==> config.mk <==
export PLATFORM = sky130hd
export DESIGN_NAME = pic_event_ctrl
export DESIGN_NICKNAME = d
export VERILOG_FILES = /design/src/rtl/pic_pkg.sv /design/src/rtl/pic_mask_bank.sv /design/src/rtl/pic_prio_reg.sv /design/src/rtl/pic_arbiter.sv /design/src/rtl/pic_event_ctrl.sv
export SDC_FILE = /design/constraint.sdc
export NUM_CORES = 1
export LEC_CHECK = 0
export BUFFER_PORTS_ARGS = -buffer_cell sky130_fd_sc_hd__buf_2
export CORE_MARGIN = 5
export CORE_UTILIZATION = 50
export CTS_CLUSTER_SIZE = 25
export DETAILED_ROUTE_END_ITERATION = 7
export PLACE_DENSITY = 0.75
export SETUP_SLACK_MARGIN = 0.05
export SLEW_MARGIN = 10
export SYNTH_ARGS = -nofsm -noshare
export SYNTH_HDL_FRONTEND = slang
export SYNTH_SLANG_ARGS = --single-unit
==> constraint.sdc <==
create_clock -name clk -period 17.18 [get_ports clk]
set_input_delay 3.436 -clock clk [delete_from_list [all_inputs] [get_ports clk]]
set_output_delay 3.436 -clock clk [all_outputs]
set_load 0.01 [all_outputs]
==> src/rtl/pic_pkg.sv <==
package pic_pkg;
  localparam int unsigned BANK_W       = 8;
  localparam int unsigned PREG_W       = 16;
  localparam int unsigned FIELD_W      = 4;
  localparam int unsigned FIELDS_PER_R = PREG_W / FIELD_W;
  localparam int unsigned MAP_W        = 8;

  typedef enum logic [1:0] {
    RGN_MSET = 2'd0,
    RGN_MCLR = 2'd1,
    RGN_PRIO = 2'd2,
    RGN_EVT  = 2'd3
  } region_e;

  // source index 11 first, index 0 last
  localparam logic [12*MAP_W-1:0] DEF_MASK_POS = {
    8'd15, 8'd14, 8'd12, 8'd10, 8'd9, 8'd8,
    8'd6,  8'd4,  8'd3,  8'd2,  8'd1, 8'd0};
  localparam logic [12*MAP_W-1:0] DEF_PRIO_FLD = {
    8'd9, 8'd7, 8'd6, 8'd5, 8'd5, 8'd4,
    8'd3, 8'd2, 8'd2, 8'd2, 8'd1, 8'd0};

  function automatic logic [15:0] vec_code(logic [15:0] base, logic [15:0] step,
                                           int unsigned idx);
    return base + 16'(step * 16'(idx));
  endfunction

  function automatic region_e addr_region(logic [7:0] a);
    return region_e'(a[7:6]);
  endfunction
endpackage

==> src/rtl/pic_mask_bank.sv <==
module pic_mask_bank #(
  parameter int unsigned W = 8,
  parameter logic [W-1:0] IMPL = '1
) (
  input  logic         clk,
  input  logic         rst_n,
  input  logic         set_we,
  input  logic         clr_we,
  input  logic [W-1:0] wdata,
  output logic [W-1:0] mask
);
  logic [W-1:0] set_bits, clr_bits, nxt;

  always_comb begin
    set_bits = set_we ? wdata : '0;
    clr_bits = clr_we ? wdata : '0;
    nxt      = ((mask | set_bits) & ~clr_bits) & IMPL;
  end

  always_ff @(posedge clk or negedge rst_n) begin
    if (!rst_n) mask <= IMPL;
    else        mask <= nxt;
  end
endmodule

==> src/rtl/pic_prio_reg.sv <==
module pic_prio_reg #(
  parameter int unsigned W = 16,
  parameter logic [W-1:0] IMPL = '1
) (
  input  logic         clk,
  input  logic         rst_n,
  input  logic         we,
  input  logic [W-1:0] wdata,
  output logic [W-1:0] q
);
  always_ff @(posedge clk or negedge rst_n) begin
    if (!rst_n)  q <= '0;
    else if (we) q <= wdata & IMPL;
  end
endmodule

==> src/rtl/pic_arbiter.sv <==
module pic_arbiter #(
  parameter int unsigned NUM_SRC = 12,
  parameter int unsigned FW      = 4,
  localparam int unsigned IDX_W  = (NUM_SRC > 1) ? $clog2(NUM_SRC) : 1
) (
  input  logic [NUM_SRC-1:0]         src_req,
  input  logic [NUM_SRC-1:0]         src_masked,
  input  logic [NUM_SRC-1:0][FW-1:0] src_prio,
  output logic [NUM_SRC-1:0]         cand,
  output logic                       win_valid,
  output logic [IDX_W-1:0]           win_idx,
  output logic [FW-1:0]              win_prio
);
  always_comb begin
    for (int i = 0; i < NUM_SRC; i++)
      cand[i] = src_req[i] && !src_masked[i] && (src_prio[i] != '0);
  end

  // strict compare keeps the lowest index among equal priorities
  always_comb begin
    win_valid = 1'b0;
    win_idx   = '0;
    win_prio  = '0;
    for (int i = 0; i < NUM_SRC; i++) begin
      if (cand[i] && (src_prio[i] > win_prio)) begin
        win_valid = 1'b1;
        win_idx   = IDX_W'(i);
        win_prio  = src_prio[i];
      end
    end
  end
endmodule

==> src/rtl/pic_event_ctrl.sv <==
module pic_event_ctrl #(
  parameter int unsigned NUM_SRC  = 12,
  parameter int unsigned NUM_BANK = 2,
  parameter int unsigned NUM_PREG = 3,
  parameter logic [15:0] VEC_BASE = 16'h0600,
  parameter logic [15:0] VEC_STEP = 16'h0020,
  parameter logic [NUM_SRC*8-1:0] MASK_POS = pic_pkg::DEF_MASK_POS,
  parameter logic [NUM_SRC*8-1:0] PRIO_FLD = pic_pkg::DEF_PRIO_FLD
) (
  input  logic               clk,
  input  logic               rst_n,
  input  logic [NUM_SRC-1:0] src_req,
  input  logic               bus_wr,
  input  logic               bus_rd,
  input  logic [7:0]         bus_addr,
  input  logic [31:0]        bus_wdata,
  output logic [31:0]        bus_rdata,
  output logic               irq_out
);
  import pic_pkg::*;

  localparam int unsigned MASK_BITS = NUM_BANK * BANK_W;
  localparam int unsigned PRIO_BITS = NUM_PREG * PREG_W;
  localparam int unsigned IDX_W     = (NUM_SRC > 1) ? $clog2(NUM_SRC) : 1;

  function automatic logic [MASK_BITS-1:0] calc_mask_impl();
    logic [MASK_BITS-1:0] r = '0;
    for (int i = 0; i < NUM_SRC; i++)
      r[int'(MASK_POS[i*MAP_W +: MAP_W])] = 1'b1;
    return r;
  endfunction

  function automatic logic [PRIO_BITS-1:0] calc_prio_impl();
    logic [PRIO_BITS-1:0] r = '0;
    for (int i = 0; i < NUM_SRC; i++)
      r[int'(PRIO_FLD[i*MAP_W +: MAP_W])*FIELD_W +: FIELD_W] = '1;
    return r;
  endfunction

  localparam logic [MASK_BITS-1:0] MASK_IMPL = calc_mask_impl();
  localparam logic [PRIO_BITS-1:0] PRIO_IMPL = calc_prio_impl();

  // address decode
  region_e    rgn;
  logic [3:0] sel;
  logic       word_ok;
  logic       unused_bits;

  assign rgn         = addr_region(bus_addr);
  assign sel         = bus_addr[5:2];
  assign word_ok     = (bus_addr[1:0] == 2'b00);
  assign unused_bits = ^{bus_wdata[31:16]};

  // mask banks
  logic [MASK_BITS-1:0] mask_vec;
  logic [MASK_BITS-1:0] impl_mask;
  assign impl_mask = MASK_IMPL;

  for (genvar b = 0; b < NUM_BANK; b++) begin : g_bank
    logic hit;
    assign hit = bus_wr && word_ok && (sel == 4'(b));
    pic_mask_bank #(
      .W(BANK_W),
      .IMPL(MASK_IMPL[b*BANK_W +: BANK_W])
    ) u_bank (
      .clk    (clk),
      .rst_n  (rst_n),
      .set_we (hit && (rgn == RGN_MSET)),
      .clr_we (hit && (rgn == RGN_MCLR)),
      .wdata  (bus_wdata[BANK_W-1:0]),
      .mask   (mask_vec[b*BANK_W +: BANK_W])
    );
  end

  // priority registers
  logic [PRIO_BITS-1:0] prio_vec;

  for (genvar p = 0; p < NUM_PREG; p++) begin : g_preg
    pic_prio_reg #(
      .W(PREG_W),
      .IMPL(PRIO_IMPL[p*PREG_W +: PREG_W])
    ) u_preg (
      .clk   (clk),
      .rst_n (rst_n),
      .we    (bus_wr && word_ok && (rgn == RGN_PRIO) && (sel == 4'(p))),
      .wdata (bus_wdata[PREG_W-1:0]),
      .q     (prio_vec[p*PREG_W +: PREG_W])
    );
  end

  // per-source view
  logic [NUM_SRC-1:0]              src_masked;
  logic [NUM_SRC-1:0][FIELD_W-1:0] src_prio;

  for (genvar i = 0; i < NUM_SRC; i++) begin : g_src
    localparam int MPOS = int'(MASK_POS[i*MAP_W +: MAP_W]);
    localparam int FPOS = int'(PRIO_FLD[i*MAP_W +: MAP_W]);
    assign src_masked[i] = mask_vec[MPOS];
    assign src_prio[i]   = prio_vec[FPOS*FIELD_W +: FIELD_W];
  end

  // arbitration
  logic [NUM_SRC-1:0] cand;
  logic               win_valid;
  logic [IDX_W-1:0]   win_idx;
  logic [FIELD_W-1:0] win_prio;

  pic_arbiter #(.NUM_SRC(NUM_SRC), .FW(FIELD_W)) u_arb (
    .src_req    (src_req),
    .src_masked (src_masked),
    .src_prio   (src_prio),
    .cand       (cand),
    .win_valid  (win_valid),
    .win_idx    (win_idx),
    .win_prio   (win_prio)
  );

  logic [15:0] evt_q;
  logic        irq_q;

  always_ff @(posedge clk or negedge rst_n) begin
    if (!rst_n) begin
      evt_q <= '0;
      irq_q <= 1'b0;
    end else begin
      irq_q <= win_valid;
      evt_q <= win_valid ? vec_code(VEC_BASE, VEC_STEP, int'(win_idx)) : 16'h0000;
    end
  end

  assign irq_out = irq_q;

  // read path
  logic [31:0] rd_mux;

  always_comb begin
    rd_mux = '0;
    if (word_ok) begin
      unique case (rgn)
        RGN_MSET, RGN_MCLR: begin
          for (int b = 0; b < NUM_BANK; b++)
            if (sel == 4'(b)) rd_mux = {24'h0, mask_vec[b*BANK_W +: BANK_W]};
        end
        RGN_PRIO: begin
          for (int p = 0; p < NUM_PREG; p++)
            if (sel == 4'(p)) rd_mux = {16'h0, prio_vec[p*PREG_W +: PREG_W]};
        end
        RGN_EVT:  rd_mux = (sel == 4'd0) ? {16'h0, evt_q} : 32'h0;
        default:  rd_mux = '0;
      endcase
    end
  end

  always_ff @(posedge clk or negedge rst_n) begin
    if (!rst_n)      bus_rdata <= '0;
    else if (bus_rd) bus_rdata <= rd_mux;
  end
endmodule

== After elaboration in Yosys (flattened, before gate mapping) ==
Index checks and enable logic that the tools add are counted.
Word-level totals
  bits in registers: 93
  output and inout port bits: 33
  input bits: 56
  logic and storage cells: 151
Operators by class
  reduce and logical (&&, ||, !) cells: 72
  add/subtract/negate cells: 1
  $lt $le $gt $ge: 12
  mux-type cells: 47
  bitwise gates (word level): 6
  equal/unequal tests: 5
Operator list (count)
  32-bit 2-to-1 mux: 4
  32-bit one-hot mux with 3 select lines: 1
  4-bit 2-to-1 mux: 15
  1-bit logical AND: 47
  4-bit > comparator: 11
  4-bit nonzero test: 9
  12-bit 2-to-1 mux: 2
  7-bit 2-to-1 mux: 3
  16-bit 2-to-1 mux: 1
  8-bit 2-to-1 mux: 2
  1-bit 2-to-1 mux: 13
  11-bit by 9-bit adder with 12-bit output (first input constant): 1
  1-bit logical NOT: 12
  3-bit 2-to-1 mux: 4
  8-bit bitwise AND: 1
  8-bit NOT: 1
  8-bit bitwise OR: 1
  7-bit bitwise AND: 1
  7-bit NOT: 1
  7-bit bitwise OR: 1
  2-bit == test (second input constant): 2
  4-bit by 1-bit == test with 1-bit output (second input constant): 1
  4-bit by 2-bit == test with 1-bit output (second input constant): 1
  4-bit by 1-bit > comparator with 1-bit output (second input constant): 1
  5 further kinds: 7

== Longest topological paths before layout ==
Gate-level depths: netlist of run 1.
  word-level depth: 40
  depth in mapped cells: 89
  gate-level depth less buffers: 89

== Cells and area by module ==
Synthesis of run 1 repeated with hierarchy kept, for this count alone.
Unflattened totals
  cell total of the unflattened synthesis: 661
  area total of the unflattened synthesis: 6109.6 µm²
By module, submodules not included
  pic_arbiter: area each 2693.8 µm², times used 1, cells an instance 371, sequential area each 0.0 µm²
  pic_event_ctrl: area each 1405.1 µm², times used 1, cells an instance 159, sequential area each 525.5 µm²
  pic_prio_reg at g_preg[0].u_preg ...: area each 649.4 µm², times used 2, cells an instance 34, sequential area each 400.4 µm²
  pic_mask_bank: area each 236.5 µm², times used 2, cells an instance 21, sequential area each 157.7 µm²
  pic_prio_reg at g_preg[2].u_preg: area each 239.0 µm², times used 1, cells an instance 21, sequential area each 100.1 µm²

== Least setup slack after synthesis of run 1 ==
No wires, ideal clock.
  path kind: input -> register
  start: in src_req[0]
  end: reg evt_q[9]
  path buffers: 1
  stages: 85
  library setup time: 0.127 ns
  data arrival time: 18.829 ns
  path slack: -1.776 ns
  cells stage by stage: nor2b_1 nand2_1 ha_1 nor2b_1 o211ai_2 a211oi_2 nand2_1 o21ai_0 inv_1 ha_1 nor2b_1 o31ai_1 a21oi_1 and2_1 mux2i_1 nor2_1 a21oi_1 inv_1 [... 49 more ...] a21oi_1 a21oi_1 ha_1 nor2b_1 o21ai_0 nand2b_1 a21oi_1 nor3_1 inv_1 a21oi_1 ha_1 nor2b_1 o21a_1 o21a_1 o21ai_0 nand2_1 nor2_1 nand3_1
On the way
  elaborated cells between the ends (all ways): 61
  those cells by class: add/sub: 1; order compare: 11; mux: 35; reduce/logical: 14
RTL lines
  start, declared: line pic_event_ctrl.sv:12  | input logic [NUM_SRC-1:0] src_req,
  1-bit logical AND (*) (2 in series): line pic_arbiter.sv:16  | cand[i] = src_req[i] && !src_masked[i] && (src_prio[i] != '0);
  1-bit logical AND (*): line pic_arbiter.sv:25  | if (cand[i] && (src_prio[i] > win_prio)) begin
  4-bit 2-to-1 mux: line pic_arbiter.sv:25
  4-bit > comparator: line pic_arbiter.sv:25
  1-bit logical AND: line pic_arbiter.sv:25
  4-bit 2-to-1 mux: line pic_arbiter.sv:25
  4-bit > comparator: line pic_arbiter.sv:25
  1-bit logical AND: line pic_arbiter.sv:25
  [... 22 more ...]
  4-bit > comparator: line pic_arbiter.sv:25
  1-bit logical AND: line pic_arbiter.sv:25
  4-bit 2-to-1 mux: line pic_arbiter.sv:25
  4-bit > comparator: line pic_arbiter.sv:25
  1-bit logical AND: line pic_arbiter.sv:25
  1-bit 2-to-1 mux (*): line pic_arbiter.sv:25
  named net u_arb.win_valid: line pic_arbiter.sv:10  | output logic win_valid,
  12-bit 2-to-1 mux (*): line pic_event_ctrl.sv:127  | evt_q <= win_valid ? vec_code(VEC_BASE, VEC_STEP, int'(win_idx)) : 16'h0000;
  end signal, assigned: line pic_event_ctrl.sv:127
  end, declared: line pic_event_ctrl.sv:118  | logic [15:0] evt_q;
The timed path passes the listed nets; every way through them passes the cells marked *.
A chain may end at the register's enable or synchronous reset.

== Worst setup path in the final report of run 1 ==
Same ends and word-level chain as after synthesis.

==> reports/metrics.cfg, run 1 <==
[outcome]
outcome = complete, but fails checks
violations = setup timing

[timing]
setup_tns_ps = -4380
worst_pin_slew_ps = 1060
setup_ws_ps = -930
period_share = 1.05
max_slew_margin = 0.294
hold_violations = 0
slew_violations = 0
max_freq_mhz = 55.2
clock_skew_ps = 13.2
rsz0062_at_grt = yes
setup_viol = 5
post-route-min-period_ps = 18110

[detailed_routing]
wl_per_cell_um = 19.8
wl_met3_mm = 1.25
viasPerCell = 6.08
drt_first_pass_iters = 5
vias = 5870
ant_nets = 0
wl_met2_mm = 9.52
wirelength_met1_mm = 7.40
first_iter_violations = 470
top_layer = met4
drt_wl_total_mm = 19.1
drc = 0

[synth]
avgSynthCellArea_um2 = 9.00
synth_top_family_by_area = compound AO/OA/AOI/OAI gates
synthArstFlopShare = 1.00
ys_warn_count = 0
syn-instance-count = 614
synth_fa_ha_area_frac = 0.0770
syn_area_um2 = 5530
synthFlopType = dfrtp_1
synth_compound_gate_area_share = 0.257
synthMuxAreaShare = 0.110
synth_cell_types = 89
synthSimpleGateAreaFrac = 0.174
ys_seq_elements = 69
synthXorXnorAreaFrac = 0.00475
synth_edf_count = 0
ys_seq_area_frac = 0.315

[power_and_ir_drop]
p_per_area_nw_per_um2 = 73.2
ir_worst_vdd_uv = 61.3
leakagePower_nw = 3.56

[floorplanning]
die_y_um = 115
num_rows = 38
pin_count = 89
die_w_um = 115
start_util = 0.510
die_area_um2 = 13300
core_um2 = 10800

[layout]
nNetsFinal = 910
drive_above_1_share = 0.484
final_common_cell = buf_4
final_cell_mix = buf_4, nand2_1, dfrtp_1, buf_2, mux2_2
area_growth_pct = 41.7
n_antenna_cell = 0

[place]
placement.io_buffers = 56
hpwlAfterDp_mm = 13.1
gp_congestion = 0.925
pre_cts_ws_ps = -1310

[global_routing]
grt_pass1_vias = 6020
grt_max_degree = 70
grt_pass1_wl_mm = 29.7
grt_use_total = 0.283
antenna_found_initial = 0
grt.overflow.total = 0

[critical_path]
worst-setup-path-type = input pin to flop
cp.arrival_ps = 18340
crit_cells = 86
cp_slowest_cell = ha_1
path_buf_inv = 9
end_kind = flop
cpLargestDelayFamily = compound AO/OA/AOI/OAI gates
slowest_delay_ps = 390
reg2reg_depth = 85
critPathMaxFanout = 6
crit_required_ps = 17410
start_kind = input pin

[clock_network]
cts.path.max_buffers = 2
cts_tree = done
insertion_delay_ps = 350
root_buffer = clkbuf_8
ctsHoldBuffers = 0
path_clk_slew_ps = 70
clock_sinks = 69
cts_buffers = 9
ctsHtreeMaxLevel = 3

[flow_run]
drv_cap = 0

[worst_hold_path]
hp-class = flop to flop
holdPathStages = 2

## worst reg2reg max path: cells and delay by family, from the launching register on
kind	cells	cell delay, ps
AOI/OAI and AO/OA	33	6090
and+or+nand+nor	29	3530
muxes	4	1050
adders and majority gates	11	3070
buffers and inverters	8	940
DFF	1	580
## flip-flops by register name (all words and copies together) (netlist names)
signal	flops
g_preg.u_preg.q	36
evt_q	5
g_bank.u_bank.mask	12
bus_rdata	16
## logic make-up (layout without fill, tap and decap cells)
family / count (synthesis) / in the layout
buf+inv: 75 / 271
other cells: 1 / 16
flops: 69 / 69
simple gates: 191 / 191
mux: 53 / 53
compound gates: 188 / 188
xor+xnor: 3 / 3
fa+ha+maj: 34 / 34
## Yosys cell counts (5+ instances only)
| cell type | number | area share |
|---|---|---|
| a21o_1 | 7 | 0.0095 |
| a21oi_1 | 32 | 0.029 |
| a22oi_1 | 11 | 0.015 |
| a2bb2oi_1 | 8 | 0.013 |
| and2_1 | 8 | 0.0091 |
| and3_1 | 7 | 0.0079 |
| buf_4 | 16 | 0.022 |
| clkbuf_1 | 17 | 0.012 |
| dfrtp_1 | 57 | 0.26 |
| dfstp_2 | 12 | 0.057 |
| ha_1 | 34 | 0.077 |
| inv_1 | 40 | 0.027 |
| mux2_2 | 42 | 0.086 |
| mux2i_1 | 7 | 0.013 |
| nand2_1 | 71 | 0.048 |
| nand2b_1 | 6 | 0.0068 |
| nand3_1 | 11 | 0.010 |
| nand4_1 | 7 | 0.0079 |
| nor2_1 | 34 | 0.023 |
| nor2b_1 | 14 | 0.016 |
| nor3_1 | 7 | 0.0063 |
| nor4_1 | 9 | 0.010 |
| o211ai_1 | 6 | 0.0081 |
| o21a_1 | 5 | 0.0068 |
| o21ai_0 | 38 | 0.034 |
| o2bb2ai_1 | 12 | 0.019 |
| o31ai_1 | 6 | 0.0081 |
## cell type report
class | instances | area, um^2
Inverter | 41 | 159
Multi-Input combinational cell | 485 | 4090
Timing Repair Buffer | 214 | 1480
Clock buffer | 11 | 131
Tap cell | 140 | 175
Sequential cell | 69 | 1740
Clock inverter | 5 | 52.6
Fill cell | 746 | 3010
## where the power goes
group / total [W] / switching [W] / leakage (nW) / internal (W)
logic: 0.000259 / 0.000124 / 2.56 / 0.000135
clock network: 0.000126 / 0.0000600 / 0.0931 / 0.0000664
registers: 0.000187 / 0.0000143 / 0.911 / 0.000173
## metal layers
metal,GRT usage,vias to the layer above
met1,0.346,2841
met3,0.0395,77
met4,0.137,0
met2,0.491,296
met5,0,-
li1,-,2656
## path summary, 6_finish.rpt
| path | startpoint | end | slack [ps] |
|---|---|---|---|
| max reg2reg | g_bank[0].u_bank.mask[0]$_DFF_PN1_ | evt_q[9]$_DFF_PN0_ | 1770 |
| min reg2reg | g_bank[1].u_bank.mask[2]$_DFF_PN1_ | g_bank[1].u_bank.mask[2]$_DFF_PN1_ | 490 |
| max in group asynchronous | rst_n | g_preg[0].u_preg.q[9]$_DFFE_PN0P_ | 13340 |
| min | g_bank[1].u_bank.mask[2]$_DFF_PN1_ | g_bank[1].u_bank.mask[2]$_DFF_PN1_ | 490 |
| min in group asynchronous | rst_n | bus_rdata[11]$_DFFE_PN0P_ | 3280 |
| max | src_req[0] | evt_q[9]$_DFF_PN0_ | -930 |
## per-stage QoR
| step | std cells | utilization | hold WS (ps) | area [um^2] | power, W |
|---|---|---|---|---|---|
| 3_3_place_gp | 885 | 0.633 | 465 | 6870 | 0.000387 |
| 2_1_floorplan | 629 | - | 457 | 5900 | 0.000318 |
| 4_1_cts | 949 | 0.700 | 480 | 7580 | 0.000543 |
| 6_report | 965 | 0.723 | 488 | 7830 | 0.000573 |
| 3_5_place_dp | 885 | 0.633 | 470 | 6870 | 0.000395 |
| 5_1_grt | 965 | 0.723 | 509 | 7830 | 0.000602 |
## timing repair
item	4_1_cts	5_1_grt
pin swaps	42	43
buffers inserted	48	16
cloned	0	0
resized for setup	33	28
setup endpoints to repair	5	5
No activity file was read; power rests on OpenSTA's default activity.
==> inputs of run 2 (changes only) <==
--- a/config.mk
+++ b/config.mk
@@ -7,10 +7,10 @@
 export LEC_CHECK = 0
 export BUFFER_PORTS_ARGS = -buffer_cell sky130_fd_sc_hd__buf_2
 export CORE_MARGIN = 5
-export CORE_UTILIZATION = 50
+export CORE_UTILIZATION = 45
 export CTS_CLUSTER_SIZE = 25
 export DETAILED_ROUTE_END_ITERATION = 7
-export PLACE_DENSITY = 0.75
+export PLACE_DENSITY = 0.69
 export SETUP_SLACK_MARGIN = 0.05
 export SLEW_MARGIN = 10
 export SYNTH_ARGS = -nofsm -noshare
==> run 2 against run 1 <==
  * The flow still finishes with violations (setup timing)
  * Global-route usage shrank 2.1 points
  * First-iteration DRC count shrank 3.6%
  * Count of clock-buffer cells in the layout is the same
  * Sequential power is essentially flat
  * Non-clock buffer count grew 20
  * Core utilization shrank 3.8 points
  * Highest routed layer unchanged
  * Die area grew 10%
  * Combinational power grew 7%
==> reports/metrics.cfg, run 2 (same netlist as run 1, synthesis figures left out) <==
[critical_path]
start_kind = input pin
r2r_slack_ps = 1650  ; -120 ps
slowest_delay_ps = 350  ; -40 ps
crit_top_cell = ha_4
r2r_start = g_bank[0].u_bank.mask[0]$_DFF_PN1_
end_kind = flop
cp_slowest_cell = a211oi_4
reg2reg_depth = 90  ; +5.9%
crit_start = src_req[0]
critPathMaxFanout = 6  ; unchanged
crit_required_ps = 17390  ; -20 ps
regToRegEndpoint = evt_q[9]$_DFF_PN0_
cp.arrival_ps = 18440  ; +100 ps
worst-setup-path-type = input pin to flop
crit_end = evt_q[9]$_DFF_PN0_

[power_and_ir_drop]
ir_worst_vdd_uv = 72.6  ; +18%
p_per_area_nw_per_um2 = 82.6  ; +13%
leakagePower_nw = 3.76  ; +5.4%

[timing]
setup_tns_ps = -5120  ; -742 ps
slew_violations = 0  ; unchanged
hold_ws_ps = 479  ; -8.62 ps
hold_violations = 0  ; unchanged
post-route-min-period_ps = 18230  ; +119 ps
worst_pin_slew_ps = 1080  ; +23.8 ps
setup_ws_ps = -1050  ; -119 ps
clock_skew_ps = 9.71  ; -3.48 ps
rsz0062_at_grt = yes
period_share = 1.06  ; +0.00692
max_freq_mhz = 54.9  ; -0.65%
max_slew_margin = 0.278  ; -0.0159
setup_viol = 5  ; unchanged

[detailed_routing]
drt_wl_total_mm = 19.7  ; +3.3%
wl_per_cell_um = 19.9  ; +0.46%
vias = 5875  ; +0.085%
viasPerCell = 5.92  ; -2.6%
drc = 0  ; unchanged
drt_first_pass_iters = 5  ; unchanged
first_iter_violations = 453  ; -3.6%
ant_nets = 0  ; unchanged

[clock_network]
root_buffer = clkbuf_16
path_clk_slew_ps = 60  ; about the same
cts_buffers = 9  ; unchanged
cts_tree = done
ctsHtreeMaxLevel = 3  ; unchanged
clock_sinks = 69  ; unchanged
insertion_delay_ps = 330  ; -20 ps
cts.path.max_buffers = 2  ; unchanged
ctsHoldBuffers = 0  ; unchanged

[layout]
nNetsFinal = 930  ; +2.2%
area_growth_pct = 48.7
top_register = g_preg.u_preg.q
largest_reg_flops = 36  ; unchanged
final_cell_mix = buf_4, nand2_1, dfrtp_1, buf_2, mux2_2
drive_above_1_share = 0.504  ; +0.0205
top_regs = g_preg.u_preg.q: 36 flops, bus_rdata: 16 flops, g_bank.u_bank.mask: 12 flops
n_antenna_cell = 0  ; unchanged
n_fill_cell = 868  ; +16%
final_common_cell = buf_4

[floorplanning]
start_util = 0.460  ; -0.0497
pin_count = 89  ; unchanged
num_rows = 40  ; +5.3%
core_um2 = 12000  ; +11%
die_y_um = 121  ; +4.9%
die_area_um2 = 14600  ; +10%
die_w_um = 121  ; +4.9%

[global_routing]
grt_max_degree = 70  ; unchanged
grt_pass1_vias = 6023  ; +0.050%
grt.overflow.total = 0  ; unchanged
grt_pass1_wl_mm = 30.5  ; +2.5%
grt_use_total = 0.262  ; -0.0209
antenna_found_initial = 0  ; unchanged

[outcome]
violations = setup timing
outcome = complete, but fails checks

[place]
placement.io_buffers = 56  ; unchanged
gp_congestion = 0.914  ; -1.2%
pre_cts_ws_ps = -1360  ; -55.2 ps
hpwlAfterDp_mm = 13.3  ; +1.3%

[flow_run]
drv_cap = 0  ; unchanged

[worst_hold_path]
hp-class = flop to flop

## run 2: cell count changes in the layout (fill, tap and decap cells not counted), sizes merged
cell	before	now
clkinvlp	1	0
clkinv	4	3
bufinv	1	3
buf	214	234
## run 2: metrics by stage
stage / instance area [um^2] / instances / total power (W) / util
final: 8220 / 992 / 0.000679 / 0.684
after global routing: 8220 / 992 / 0.000709 / 0.684
after CTS: 7930 / 976 / 0.000648 / 0.661
after detailed placement: 6850 / 889 / 0.000393 / 0.571
after global placement: 6850 / 889 / 0.000386 / 0.571
after floorplan: 5900 / 629 / 0.000318 / -
## run 2: timing repair
item / 4_1_cts / 5_1_grt
resized for setup: 42 / 37
buffers inserted: 71 / 18
setup endpoints to repair: 5 / 5
pin swaps: 49 / 39
## run 2: worst min-delay path by stage
stage	slack (ps)	start	depth (start not counted)	end
after floorplan	460	g_bank[0].u_bank.mask[2]$_DFF_PN1_	2	g_bank[0].u_bank.mask[2]$_DFF_PN1_
after global placement	470	g_bank[0].u_bank.mask[2]$_DFF_PN1_	2	g_bank[0].u_bank.mask[2]$_DFF_PN1_
after detailed placement	470	bus_rdata[11]$_DFFE_PN0P_	1	bus_rdata[11]$_DFFE_PN0P_
after CTS	490	bus_rdata[4]$_DFFE_PN0P_	1	bus_rdata[4]$_DFFE_PN0P_
after global routing	490	bus_rdata[5]$_DFFE_PN0P_	1	bus_rdata[5]$_DFFE_PN0P_
final	480	bus_rdata[7]$_DFFE_PN0P_	1	bus_rdata[7]$_DFFE_PN0P_
## run 2: critical path, delay by kind of cell
kind	cells	cell delay, ps
buffers and inverters	11	1090
and+or+nand+nor	31	4380
AOI/OAI and AO/OA	31	4990
muxes	7	1930
adders and majority gates	11	2580
## run 2: layout make-up
class	instances	area [um^2]	share of cell area
clock buffer	11	243	0.0295
clock inverter	5	108	0.0131
inverter	41	154	0.0187
multi-input combinational	485	4150	0.505
sequential	69	1740	0.212
tap	147	184	0.0224
timing repair buffer	234	1640	0.199
## run 2: routing by layer
metal	up-vias	GRT usage	share of wire
met3	92	0.0374	0.044
met1	2839	0.314	0.40
met4	0	0.122	0.055
met2	241	0.462	0.50
met5	-	0	0
li1	2703	-	-
## run 2: power by group
group,switching (W),internal (W)
clock network,0.0000689,0.000146
logic,0.000131,0.000146
registers,0.0000137,0.000173
==> inputs of run 3 (changes only) <==
==> constraint.sdc (replaced) <==
create_clock -name clk -period 21.2 [get_ports clk]
set_input_delay 2.12 -clock clk [delete_from_list [all_inputs] [get_ports clk]]
set_output_delay 2.12 -clock clk [all_outputs]
set_load 0.01 [all_outputs]
==> run 3 against run 2 <==
  * The flow now finishes without violations
  * Die area did not move
  * Core utilization fell by 17 points
  * Cell area fell by 25%
  * Power fell by 40%
  * Clock skew fell by 2.4 ps
  * Global-route usage fell by 4.5 points
  * Register-to-register slack improved by 1600 ps
  * Sequential share of layout area rose by 7.1 points
  * Worst setup slack improved by 2800 ps
  * Critical path depth fell by 5
  * Wire length fell by 21%
  * Critical path type unchanged
  * Largest power group is now sequential cells
  * Highest routed layer unchanged
==> reports/metrics.cfg, run 3 (same netlist as run 1, synthesis figures left out) <==
[timing]
worst_pin_slew_ps = 1070  ; -14.2 ps
clock_skew_ps = 7.30  ; -2.41 ps
setup_viol = 0  ; -5
rsz0062_at_grt = no
post-route-min-period_ps = 19490
setup_tns_ps = 0  ; +5120 ps
slew_violations = 0  ; unchanged
period_share = 0.919
max_freq_mhz = 51.3
hold_ws_ps = 480  ; +1.11 ps
max_slew_margin = 0.284  ; +0.00664
hold_violations = 0  ; unchanged

[power_and_ir_drop]
ir_worst_vdd_uv = 48.1  ; -34%
leakagePower_nw = 2.68  ; -29%
p_per_area_nw_per_um2 = 66.3  ; -20%

[layout]
drive_above_1_share = 0.244  ; -0.260
n_antenna_cell = 0  ; unchanged
top_regs = g_preg.u_preg.q: 36 flops, bus_rdata: 16 flops, g_bank.u_bank.mask: 12 flops
n_fill_cell = 1117  ; +29%
ff_latch_area_um2 = 1740  ; unchanged
final_cell_mix = nand2_1, dfrtp_1, buf_2, mux2_2, inv_1
top_register = g_preg.u_preg.q
nNetsFinal = 754  ; -19%
multiInputGateArea_um2 = 3510  ; -15%
final_common_cell = nand2_1
largest_reg_flops = 36  ; unchanged
area_growth_pct = 11.5

[floorplanning]
die_y_um = 121  ; unchanged
die_area_um2 = 14600  ; unchanged
num_rows = 40  ; unchanged
die_w_um = 121  ; unchanged
start_util = 0.460  ; unchanged
pin_count = 89  ; unchanged
core_um2 = 12000  ; unchanged

[clock_network]
insertion_delay_ps = 330  ; about the same
post_cts_buffers = 0  ; -100%
cts.path.max_buffers = 2  ; unchanged
cts_tree = done
root_buffer = clkbuf_16
path_clk_slew_ps = 60  ; about the same
clock_sinks = 69  ; unchanged
cts_buffers = 9  ; unchanged
ctsHtreeMaxLevel = 3  ; unchanged

[outcome]
outcome = finished, final reports clean

[critical_path]
r2r_start = g_bank[0].u_bank.mask[0]$_DFF_PN1_
worst-setup-path-type = input pin to flop
crit_top_cell = ha_1
crit_cells = 86  ; -5.5%
slowest_delay_ps = 500  ; +150 ps
crit_end = evt_q[9]$_DFF_PN0_
path_buf_inv = 8  ; -3
r2r_slack_ps = 3220  ; +1570 ps
reg2reg_depth = 85  ; -5.6%
crit_start = src_req[0]
critPathMaxFanout = 9  ; +3
start_kind = input pin
cp_slowest_cell = nor4b_1
cp.arrival_ps = 19680  ; +1240 ps
cpLargestDelayFamily = compound AO/OA/AOI/OAI gates
crit_required_ps = 21390  ; +4000 ps
end_kind = flop
regToRegEndpoint = evt_q[9]$_DFF_PN0_

[global_routing]
grt.overflow.total = 0  ; unchanged
busiest_layer = met2
grt_pass1_wl_mm = 25.4  ; -17%
grt.met2_usage = 0.368  ; -0.0941
grt_pass1_vias = 4940  ; -18%
grt_max_degree = 70  ; unchanged
met3_usage = 0.0285  ; -0.00889
antenna_found_initial = 0  ; unchanged
grt_use_total = 0.217  ; -0.0451
grt_use_met1 = 0.281  ; -0.0329

[place]
hpwlAfterDp_mm = 12.2  ; -8.4%
placement.io_buffers = 56  ; unchanged
gp_congestion = 0.904  ; -1.2%

[detailed_routing]
drt_wl_total_mm = 15.6  ; -21%
ant_nets = 0  ; unchanged
vias = 4974  ; -15%
wl_per_cell_um = 19.1  ; -3.7%
drc = 0  ; unchanged
first_iter_violations = 423  ; -6.6%
viasPerCell = 6.10  ; +2.9%
drt_first_pass_iters = 5  ; unchanged

[flow_run]
drv_cap = 0  ; unchanged

[worst_hold_path]
hp-class = flop to flop

run 3: changes by cell type in the layout (fill, tap and decap cells not counted), moves of 6 or more:
cell / before / now
buf_4: 174 / 2
ha_1: 16 / 34
ha_4: 15 / 0
o21ai_0: 25 / 38
a21oi_1: 21 / 32
a21oi_2: 12 / 4
inv_1: 32 / 40
inv_2: 8 / 0
mux2_4: 8 / 1
nor2_1: 27 / 34
o21ai_2: 8 / 1
mux2_2: 36 / 42
o21ai_1: 9 / 3
run 3: final cells by class:
| cell class | count | area share |
|---|---|---|
| inverters | 41 | 0.0250 |
| repair buffers | 58 | 0.0479 |
| multi-input cells | 485 | 0.570 |
| flip-flops and latches | 69 | 0.283 |
| well taps | 147 | 0.0299 |
| clock inverters | 7 | 0.00833 |
| clock buffers | 9 | 0.0366 |
run 3: worst reg2reg max path: cells and delay by family (launching register included):
| kind | cells | cell delay, ps |
|---|---|---|
| AO/OA/AOI/OAI | 31 | 6210 |
| adder cells (fa/ha/maj) | 11 | 3180 |
| buffers and inverters | 7 | 650 |
| flip-flops | 1 | 380 |
| multiplexers | 6 | 2220 |
| AND/OR/NAND/NOR | 30 | 5170 |
run 3: per-layer routing:
layer | vias to the layer above | part of all wire
li1 | 2346 | -
met1 | 2422 | 0.42
met2 | 182 | 0.49
met3 | 24 | 0.053
met4 | 0 | 0.031
met5 | - | 0
run 3: per-stage QoR:
stage          instance area (um^2)  instances  utilization  setup slack (ps)  power (W)
5_1_grt                        6160        816        0.513              70.0   0.000429
4_1_cts                        6150        816        0.512              1550   0.000408
6_report                       6160        816        0.513              1710   0.000408
3_5_place_dp                   5870        800        0.489              1270   0.000271
2_1_floorplan                  5580        629            -              3560   0.000240
3_3_place_gp                   5870        800        0.489              1640   0.000266
run 3: report_power, final:
| group | leakage, nW | internal, W | total (W) | switching (W) |
|---|---|---|---|---|
| Clock | 0.132 | 0.0000794 | 0.000137 | 0.0000579 |
| Combinational | 1.64 | 0.0000503 | 0.000120 | 0.0000701 |
| Sequential | 0.911 | 0.000140 | 0.000151 | 0.0000101 |
| Total | 2.68 | 0.000270 | 0.000408 | 0.000138 |
run 3: worst min-delay path by stage:
| stage | startpoint | slack, ps | to | cells after the start |
|---|---|---|---|---|
| floorplan | g_bank[0].u_bank.mask[2]$_DFF_PN1_ | 460 | g_bank[0].u_bank.mask[2]$_DFF_PN1_ | 2 |
| detailed placement | bus_rdata[15]$_DFFE_PN0P_ | 470 | bus_rdata[15]$_DFFE_PN0P_ | 1 |
| finish | bus_rdata[7]$_DFFE_PN0P_ | 480 | bus_rdata[7]$_DFFE_PN0P_ | 1 |
| global placement | g_bank[0].u_bank.mask[2]$_DFF_PN1_ | 470 | g_bank[0].u_bank.mask[2]$_DFF_PN1_ | 2 |
| global route | bus_rdata[7]$_DFFE_PN0P_ | 500 | bus_rdata[7]$_DFFE_PN0P_ | 1 |
| CTS | g_bank[1].u_bank.mask[2]$_DFF_PN1_ | 480 | g_bank[1].u_bank.mask[2]$_DFF_PN1_ | 2 |
run 3: what timing repair did:
item | 4_1_cts | 5_1_grt
setup endpoints to repair | 0 | 5
hold buffers | 0 | 0
resized for setup | 0 | 1
